### src/rtl/smart_pkg.sv
package smart_pkg;
    localparam logic [7:0] OP_SMART = 8'hB0;
    localparam logic [7:0] SIG_LO   = 8'h4F;
    localparam logic [7:0] SIG_HI   = 8'hC2;
    localparam logic [7:0] SUB_ON   = 8'hD8;
    localparam logic [7:0] SUB_OFF  = 8'hD9;

    localparam int ST_BSY  = 7;
    localparam int ST_DRDY = 6;
    localparam int ST_DF   = 5;
    localparam int ST_DRQ  = 3;
    localparam int ST_ERR  = 0;
    localparam int ER_ABRT = 2;
    localparam int DEV_BIT = 4;

    localparam int NUM_SHADOW = 3;

    typedef enum logic [2:0] {
        SEL_SUB  = 3'd0,
        SEL_SLO  = 3'd1,
        SEL_SHI  = 3'd2,
        SEL_DEV  = 3'd3,
        SEL_CMD  = 3'd4
    } tf_sel_e;

    typedef enum logic [1:0] {
        CLS_RESERVED,
        CLS_OBSOLETE,
        CLS_SUPPORTED,
        CLS_VENDOR
    } sub_cls_e;

    function automatic sub_cls_e classify(input logic [7:0] code);
        sub_cls_e c;
        if (code >= 8'hE0)
            c = CLS_VENDOR;
        else if (code < 8'hD0 || code > 8'hDB)
            c = CLS_RESERVED;
        else if (code == 8'hD1 || code == 8'hD3 || code == 8'hD7 || code == 8'hDB)
            c = CLS_OBSOLETE;
        else
            c = CLS_SUPPORTED;
        return c;
    endfunction
endpackage

### src/rtl/smart_tf_shadow.sv
module smart_tf_shadow
    import smart_pkg::*;
(
    input  logic       clk,
    input  logic       rst_n,
    input  logic       wr_en,
    input  logic [2:0] wr_sel,
    input  logic [7:0] wr_data,
    input  logic       lock,
    output logic [7:0] sub_q,
    output logic [7:0] sig_lo_q,
    output logic [7:0] sig_hi_q,
    output logic       dev_q
);
    typedef struct packed {
        logic [NUM_SHADOW-1:0][7:0] bytes;
        logic                       dev;
    } shadow_t;

    shadow_t s_d, s_q;

    always_comb begin
        s_d = s_q;
        if (wr_en && !lock) begin
            for (int i = 0; i < NUM_SHADOW; i++) begin
                if (wr_sel == 3'(i))
                    s_d.bytes[i] = wr_data;
            end
            if (wr_sel == SEL_DEV)
                s_d.dev = wr_data[DEV_BIT];
        end
    end

    always_ff @(posedge clk or negedge rst_n) begin
        if (!rst_n)
            s_q <= '0;
        else
            s_q <= s_d;
    end

    assign sub_q    = s_q.bytes[SEL_SUB];
    assign sig_lo_q = s_q.bytes[SEL_SLO];
    assign sig_hi_q = s_q.bytes[SEL_SHI];
    assign dev_q    = s_q.dev;
endmodule

### src/rtl/smart_subcmd_decode.sv
module smart_subcmd_decode
    import smart_pkg::*;
(
    input  logic [7:0] opcode,
    input  logic [7:0] sub,
    input  logic [7:0] sig_lo,
    input  logic [7:0] sig_hi,
    input  logic       on_now,
    output logic       abort,
    output logic       on_next
);
    logic     sig_ok;
    sub_cls_e cls;

    assign sig_ok = (sig_lo == SIG_LO) && (sig_hi == SIG_HI);
    assign cls    = classify(sub);

    always_comb begin
        abort   = 1'b0;
        on_next = on_now;
        if (opcode != OP_SMART || !sig_ok) begin
            abort = 1'b1;
        end else if (sub == SUB_ON) begin
            on_next = 1'b1;
        end else if (!on_now) begin
            abort = 1'b1;
        end else if (cls == CLS_RESERVED || cls == CLS_OBSOLETE) begin
            abort = 1'b1;
        end else if (sub == SUB_OFF) begin
            on_next = 1'b0;
        end
    end
endmodule

### src/rtl/smart_cmd_unit.sv
module smart_cmd_unit
    import smart_pkg::*;
#(
    parameter int BUSY_CYCLES = 4
) (
    input  logic       clk,
    input  logic       rst_n,
    input  logic       wr_en,
    input  logic [2:0] wr_sel,
    input  logic [7:0] wr_data,
    input  logic       dev_strap,
    output logic [7:0] status_o,
    output logic [7:0] error_o,
    output logic       smart_on_o
);
    localparam int CNT_W = $clog2(BUSY_CYCLES + 1);
    localparam logic [CNT_W-1:0] CNT_LOAD = CNT_W'(BUSY_CYCLES - 1);

    typedef struct packed {
        logic             busy;
        logic [CNT_W-1:0] cnt;
        logic [7:0]       status;
        logic [7:0]       error;
        logic             on;
        logic             pend_abort;
        logic             pend_on;
    } unit_t;

    unit_t u_d, u_q;

    logic [7:0] sub_q, sig_lo_q, sig_hi_q;
    logic       dev_q;
    logic       dec_abort, dec_on;
    logic       start;

    smart_tf_shadow u_shadow (
        .clk      (clk),
        .rst_n    (rst_n),
        .wr_en    (wr_en),
        .wr_sel   (wr_sel),
        .wr_data  (wr_data),
        .lock     (u_q.busy),
        .sub_q    (sub_q),
        .sig_lo_q (sig_lo_q),
        .sig_hi_q (sig_hi_q),
        .dev_q    (dev_q)
    );

    smart_subcmd_decode u_dec (
        .opcode  (wr_data),
        .sub     (sub_q),
        .sig_lo  (sig_lo_q),
        .sig_hi  (sig_hi_q),
        .on_now  (u_q.on),
        .abort   (dec_abort),
        .on_next (dec_on)
    );

    assign start = wr_en && (wr_sel == SEL_CMD) && !u_q.busy && (dev_q == dev_strap);

    always_comb begin
        u_d = u_q;
        if (start) begin
            u_d.busy              = 1'b1;
            u_d.cnt               = CNT_LOAD;
            u_d.status            = '0;
            u_d.status[ST_BSY]    = 1'b1;
            u_d.error             = '0;
            u_d.pend_abort        = dec_abort;
            u_d.pend_on           = dec_on;
        end else if (u_q.busy) begin
            if (u_q.cnt == '0) begin
                u_d.busy             = 1'b0;
                u_d.status           = '0;
                u_d.status[ST_DRDY]  = 1'b1;
                u_d.status[ST_ERR]   = u_q.pend_abort;
                u_d.error            = '0;
                u_d.error[ER_ABRT]   = u_q.pend_abort;
                u_d.on               = u_q.pend_on;
            end else begin
                u_d.cnt = u_q.cnt - 1'b1;
            end
        end
    end

    always_ff @(posedge clk or negedge rst_n) begin
        if (!rst_n) begin
            u_q                  <= '0;
            u_q.status[ST_DRDY]  <= 1'b1;
            u_q.on               <= 1'b1;
            u_q.pend_on          <= 1'b1;
        end else begin
            u_q <= u_d;
        end
    end

    assign status_o   = u_q.status;
    assign error_o    = u_q.error;
    assign smart_on_o = u_q.on;
endmodule

### config.mk
export PLATFORM = sky130hd
export DESIGN_NAME = smart_cmd_unit
export DESIGN_NICKNAME = d
export VERILOG_FILES = /design/src/rtl/smart_pkg.sv /design/src/rtl/smart_tf_shadow.sv /design/src/rtl/smart_subcmd_decode.sv /design/src/rtl/smart_cmd_unit.sv
export SDC_FILE = /design/constraint.sdc
export NUM_CORES = 1
export LEC_CHECK = 0
export BUFFER_PORTS_ARGS = -buffer_cell sky130_fd_sc_hd__buf_2
export CELL_PAD_IN_SITES_DETAIL_PLACEMENT = 0
export CELL_PAD_IN_SITES_GLOBAL_PLACEMENT = 1
export CORE_ASPECT_RATIO = 1.1
export CORE_UTILIZATION = 41
export CTS_BUF_LIST = sky130_fd_sc_hd__clkbuf_4 sky130_fd_sc_hd__clkbuf_8
export DETAILED_ROUTE_END_ITERATION = 8
export PLACE_DENSITY_LB_ADDON = 0.25
export SLEW_MARGIN = 20
export SYNTH_ARGS = -nofsm -noshare
export SYNTH_HDL_FRONTEND = slang
export SYNTH_SLANG_ARGS = --single-unit
### constraint.sdc
create_clock -name clk -period 1.6 [get_ports clk]
set_input_delay 0 -clock clk [delete_from_list [all_inputs] [get_ports clk]]
set_output_delay 0 -clock clk [all_outputs]
set_load 0.005 [all_outputs]
==> results of run 1 <==
what timing repair did:
action / 4_1_cts / 5_1_grt
setup buffers: 0 / 1
setup endpoints to repair: 2 / 17
hold buffers: 10 / 0
resized for setup: 2 / 3
pin swaps: 3 / 3
endpoints found under the hold margin: 53 / 0
critical path, cell delays in order (launching register included):
cell and delay, ns:
dfrtp_1 0.38, nand4b_1 0.20, or3_4 0.36, or4_1 0.51, a31oi_1 0.19
flip-flops by register name, indices dropped and copies added (netlist names):
name / cells
u_shadow.dev_q: 1
u_shadow.sub_q: 8
status_o: 3
smart_on_o: 1
u_shadow.sig_lo_q: 8
u_q: 6
u_shadow.sig_hi_q: 8
stage by stage:
stage / total power, mW / TNS (ns) / setup WS (ns) / instance area, sq um / util (%)
2_1_floorplan: 2.17 / 0 / 0.0174 / 1720 / -
3_3_place_gp: 2.46 / -0.146 / -0.0943 / 1840 / 46.8
3_5_place_dp: 2.51 / -0.186 / -0.0936 / 1840 / 46.8
4_1_cts: 3.26 / -0.162 / -0.0939 / 2050 / 52.2
5_1_grt: 3.51 / -0.316 / -0.182 / 2080 / 52.9
6_report: 3.28 / -0.152 / -0.102 / 2080 / 52.9
path summary, 6_finish.rpt:
path                                   start              endpoint  slack (ns)  cells past startpoint
setup / recovery           u_shadow.sub_q[1]                u_q[0]       -0.10                      4
hold / removal                    wr_data[0]  u_shadow.sig_lo_q[0]       0.007                      2
setup reg to reg           u_shadow.sub_q[1]                u_q[0]       -0.10                      4
hold reg to reg                  status_o[7]           status_o[7]        0.47                      1
max in group asynchronous              rst_n  u_shadow.sig_hi_q[2]        0.79                      2
min in group asynchronous              rst_n     u_shadow.sub_q[3]        0.32                      2
power groups by stage:
| stage | Clock, mW | Combinational, mW | Sequential, mW |
|---|---|---|---|
| after floorplan | 0 | 0.637 | 1.53 |
| after global placement | 0 | 0.884 | 1.58 |
| after detailed placement | 0 | 0.916 | 1.60 |
| after CTS | 0.733 | 0.944 | 1.59 |
| after global routing | 0.778 | 1.09 | 1.65 |
| final | 0.710 | 0.974 | 1.60 |
cells in the mapped netlist (2+ instances only):
| library cell | instances |
|---|---|
| nand3b_1 | 2 |
| inv_1 | 4 |
| dfrtp_1 | 32 |
| nor2_1 | 7 |
| nor4b_1 | 2 |
| ha_1 | 2 |
| nand4_1 | 3 |
| nand2_1 | 5 |
| dfstp_2 | 3 |
| mux2_1 | 25 |
| and3b_1 | 2 |
| o21ai_0 | 5 |
| or4_1 | 2 |
| buf_4 | 16 |
| a31oi_1 | 2 |
kinds of logic (layout without fill, tap and decap cells):
logic type / count (synthesis) / count (layout) / synth area share, %
buffers and inverters: 21 / 52 / 8.30
other: 1 / 12 / 0.224
adder cells (fa/ha/maj): 2 / 2 / 1.49
flip-flops: 35 / 35 / 52.5
XOR/XNOR: 2 / 2 / 1.05
multiplexers: 27 / 27 / 18.1
AO/OA/AOI/OAI: 14 / 14 / 5.46
AND/OR/NAND/NOR: 34 / 34 / 12.9
routing by layer:
metal | vias to the layer above | wire length [um] | GRT usage, %
met3 | 6 | 119 | 4.97
met2 | 27 | 1580 | 27.5
li1 | 542 | - | -
met5 | - | 0 | 0
met1 | 552 | 1350 | 18.0
met4 | 0 | 46 | 6.98
final cells by class:
type	count	area (sq um)	area share, %
Sequential cell	35	880	42.2
Tap cell	52	65.1	3.12
Timing Repair Buffer	40	290	13.9
Clock buffer	8	104	4.99
Inverter	4	15.0	0.721
Multi-Input combinational cell	91	728	35.0
==> flow_summary_export.csv, run 1 <==
group,metric,value,unit
finish,finalNonFillerCells,230,
pwr,powerDensity,1580,mW/mm^2
route,firstDrtPassIters,4,
route,vias,1127,
logic_synthesis,ys_seq_area_share,52.5,%
placement,numPortBuffers,19,
logic_synthesis,synth_area,0.00167,sq mm
finish,drive_gt1_share,27.5,%
grt,grt_pass1_vias,1135,
pwr,p_int,2.32,mW
timing,min_period,1.70,ns
logic_synthesis,synth_area_leader_cell,"dfrtp_1",
clock_network,cts_tree,"done",
outcome,outcome,"finished with violations",
logic_synthesis,synth.yosys.warnings,0,
run,max-cap-violations,0,
floorplanning,core,0.00393,sq mm
route,drtIter0Drc,25,
setup_path,required,1.81,ns
finish,area_growth,24.4,%
logic_synthesis,yosys_most_used_dff,"dfrtp_1",
logic_synthesis,synthTopCellsByArea,"dfrtp_1 (48%), mux2_1 (17%), buf_4 (7.2%)",
grt,grt_start_max_net_pins,36,
grt,antenna_found_initial,0,
logic_synthesis,syn_inst,136,
timing,finalMaxSlewViolations,0,
finish,fillers,345,
timing,fin_ws,-0.102,ns
pwr,seqPwrFrac,48.7,%
placement,hpwl,2250,um
timing,setup_viol,2,
hold_path,hold_class,"input port to register",
setup_path,cp_max_fo,2,
outcome,violations,"setup timing",
floorplanning,die_y,69.0,um
pwr,ir_worst_vdd,780,uV
route,wl,3100,um
route,via_per_inst,4.90,
timing,worstMarginPinSlew,0.759,ns
setup_path,arrival,1.92,ns
logic_synthesis,synth_seq_cells,35,
clock_network,cts_inserted_buffers,5,
placement,gp_congestion,0.774,
timing,slew-limit-headroom,49.4,%
timing,hold_ws,0.00655,ns
pwr,clkPwrFrac,21.6,%
floorplanning,die_area,0.00434,sq mm
route,drc,0,
clock_network,cts_max_level,2,
pwr,switching_share,29.4,%
timing,rsz0062_at_grt,"yes",
finish,nNetsFinal,194,
timing,finalHoldViolCount,0,
timing,finClkSkew,0.00601,ns
clock_network,cts_buffer_depth,2,
setup_path,path_class,"register to register",
grt,gr-usage-all-layers,16.0,%
grt,grt_pass1_wl,5270,um
floorplanning,die_x,62.9,um
grt,gr-total-overflow,0,
logic_synthesis,synthArstFlopShare,100,%
route,post_drt_wl_per_cell,13.5,um
floorplanning,num_io_pins,32,
placement,dp_cells,211,
finish,diodes,0,
timing,clock.fmax,0.588,GHz
logic_synthesis,synth.distinct_cells,39,
logic_synthesis,synth_edf_count,0,
pwr,p_switching,0.964,mW
logic_synthesis,postSynthAreaPerCell,12.3,sq um
pwr,p_leak,0.960,nW
setup_path,endpoint_kind,"register",
floorplanning,rows,24,
clock_network,numClockSinks,35,
clock_network,clk_pin_slew_worst_paths,0.07,ns
setup_path,critPathLaunchType,"register",
finish,final_cell_mix,"dfrtp_1 (32), mux2_1 (25), buf_2 (19)",
route,ant_nets,0,
timing,fin_crit_sh,106,%
finish,final_common_cell,"dfrtp_1",
pwr,combPwrFrac,29.7,%
floorplanning,start_util,42.6,%
clock_network,root_buffer,"clkbuf_8",
logic_synthesis,synth_top_cell_area_share,47.8,%
clock_network,clock_latency,0.28,ns
No activity file was read; power rests on OpenSTA's default activity.
==> inputs of run 2 (changes only) <==
--- a/config.mk
+++ b/config.mk
@@ -12,6 +12,7 @@
 export CORE_UTILIZATION = 41
 export CTS_BUF_LIST = sky130_fd_sc_hd__clkbuf_4 sky130_fd_sc_hd__clkbuf_8
 export DETAILED_ROUTE_END_ITERATION = 8
+export MAX_ROUTING_LAYER = met4
 export PLACE_DENSITY_LB_ADDON = 0.25
 export SLEW_MARGIN = 20
 export SYNTH_ARGS = -nofsm -noshare
==> run 2 against run 1 <==
  * The flow still finishes with violations (setup timing)
  * Wire length is 0.36% lower
  * Flip-flop and latch count stayed put
  * Power is 0.15% lower
  * Critical endpoint unchanged
  * Largest cell class unchanged
==> flow_summary_export.csv, run 2 (same netlist as run 1, synthesis figures left out) <==
group,metric,value,unit
outcome,outcome,"finished with violations",
outcome,violations,"setup timing",
route,wl,3090,um
finish,final_cell_mix,"dfrtp_1 (32), mux2_1 (25), buf_2 (19)",
floorplanning,core,0.00393,sq mm
grt,antenna_found_initial,0,
grt,grt_pass1_wl,5270,um
timing,setup_viol,2,
finish,nNetsFinal,194,
pwr,power,3.28,mW
placement,placed_area,0.00184,sq mm
placement,gp_congestion,0.784,
clock_network,clk_pin_slew_worst_paths,0.07,ns
clock_network,cts_buffer_depth,2,
timing,worstMarginPinSlew,0.761,ns
grt,gr-total-overflow,0,
grt,gr-usage-all-layers,16.5,%
timing,rsz0062_at_grt,"yes",
clock_network,numClockSinks,35,
clock_network,cts_max_level,2,
timing,hold_ws,0.00678,ns
floorplanning,rows,24,
setup_path,required,1.81,ns
finish,area_growth,24.4,%
setup_path,arrival,1.91,ns
setup_path,path_class,"register to register",
pwr,ir_worst_vdd,780,uV
clock_network,cts_inserted_buffers,5,
timing,fin_ws,-0.100,ns
timing,finClkSkew,0.00593,ns
finish,drive_gt1_share,27.5,%
finish,finalNonFillerCells,230,
timing,fin_crit_sh,106,%
pwr,powerDensity,1580,mW/mm^2
clock_network,root_buffer,"clkbuf_8",
floorplanning,die_y,69.0,um
floorplanning,num_io_pins,32,
hold_path,hold_class,"input port to register",
grt,grt_pass1_vias,1134,
setup_path,endpoint_kind,"register",
finish,final_common_cell,"dfrtp_1",
placement,dp_slack,-0.0936,ns
run,max-cap-violations,0,
timing,slew-limit-headroom,49.3,%
timing,min_period,1.70,ns
finish,fin_area,0.00208,sq mm
floorplanning,start_util,42.6,%
finish,final_util,52.9,%
grt,grt_start_max_net_pins,36,
finish,diodes,0,
pwr,p_leak,0.960,nW
placement,dp_cells,211,
setup_path,critPathLaunchType,"register",
placement,numPortBuffers,19,
timing,finalHoldViolCount,0,
route,post_drt_wl_per_cell,13.4,um
finish,fillers,345,
floorplanning,die_area,0.00434,sq mm
timing,finalSetupTns,-0.152,ns
clock_network,clock_latency,0.28,ns
route,drtIter0Drc,26,
setup_path,cp_max_fo,2,
route,ant_nets,0,
route,via_per_inst,4.88,
clock_network,cts_tree,"done",
route,firstDrtPassIters,4,
timing,clock.fmax,0.588,GHz
route,drc,0,
route,vias,1122,
placement,hpwl,2250,um
floorplanning,die_x,62.9,um
timing,finalMaxSlewViolations,0,
## run 2: critical path, cell delays in order (launching register included)
cell      delay, ns
dfrtp_1        0.37
nand4b_1       0.20
or3_4          0.36
or4_1          0.51
a31oi_1        0.19
## run 2: final cells by class
type / count / area [sq um] / area share [%]
flip-flops and latches: 35 / 880 / 42.2
multi-input cells: 91 / 728 / 35.0
repair buffers: 40 / 290 / 13.9
clock buffers: 8 / 104 / 4.99
well taps: 52 / 65.1 / 3.12
inverters: 4 / 15.0 / 0.721
## run 2: layer usage
| metal | share of wire, % | vias to the layer above | track usage, % |
|---|---|---|---|
| met5 | 0 | - | - |
| met4 | 1.5 | 0 | 6.98 |
| met3 | 3.9 | 6 | 4.97 |
| met2 | 51 | 27 | 27.5 |
| met1 | 43 | 550 | 18.1 |
| li1 | - | 539 | - |
## run 2: what timing repair did
action                                 in CTS  in global routing
setup endpoints to repair                   2                 16
endpoints found under the hold margin      53                  0
hold buffers                               10                  0
buffers inserted                            0                  1
resized for setup                           2                  3
pin swaps                                   3                  3
## run 2: final timing paths
kind                                    from                    to  slack (ns)  cells past startpoint
hold / removal                    wr_data[0]  u_shadow.sig_lo_q[0]       0.007                      2
setup / recovery           u_shadow.sub_q[1]                u_q[0]       -0.10                      4
max in group asynchronous              rst_n  u_shadow.sig_hi_q[2]        0.79                      2
min in group asynchronous              rst_n     u_shadow.sub_q[3]        0.32                      2
setup reg to reg           u_shadow.sub_q[1]                u_q[0]       -0.10                      4
hold reg to reg                  status_o[7]           status_o[7]        0.47                      1
## run 2: power by group
group / internal, mW / switching, mW / total [mW]
clock network: 0.409 / 0.301 / 0.710
logic: 0.579 / 0.394 / 0.973
registers: 1.33 / 0.265 / 1.60
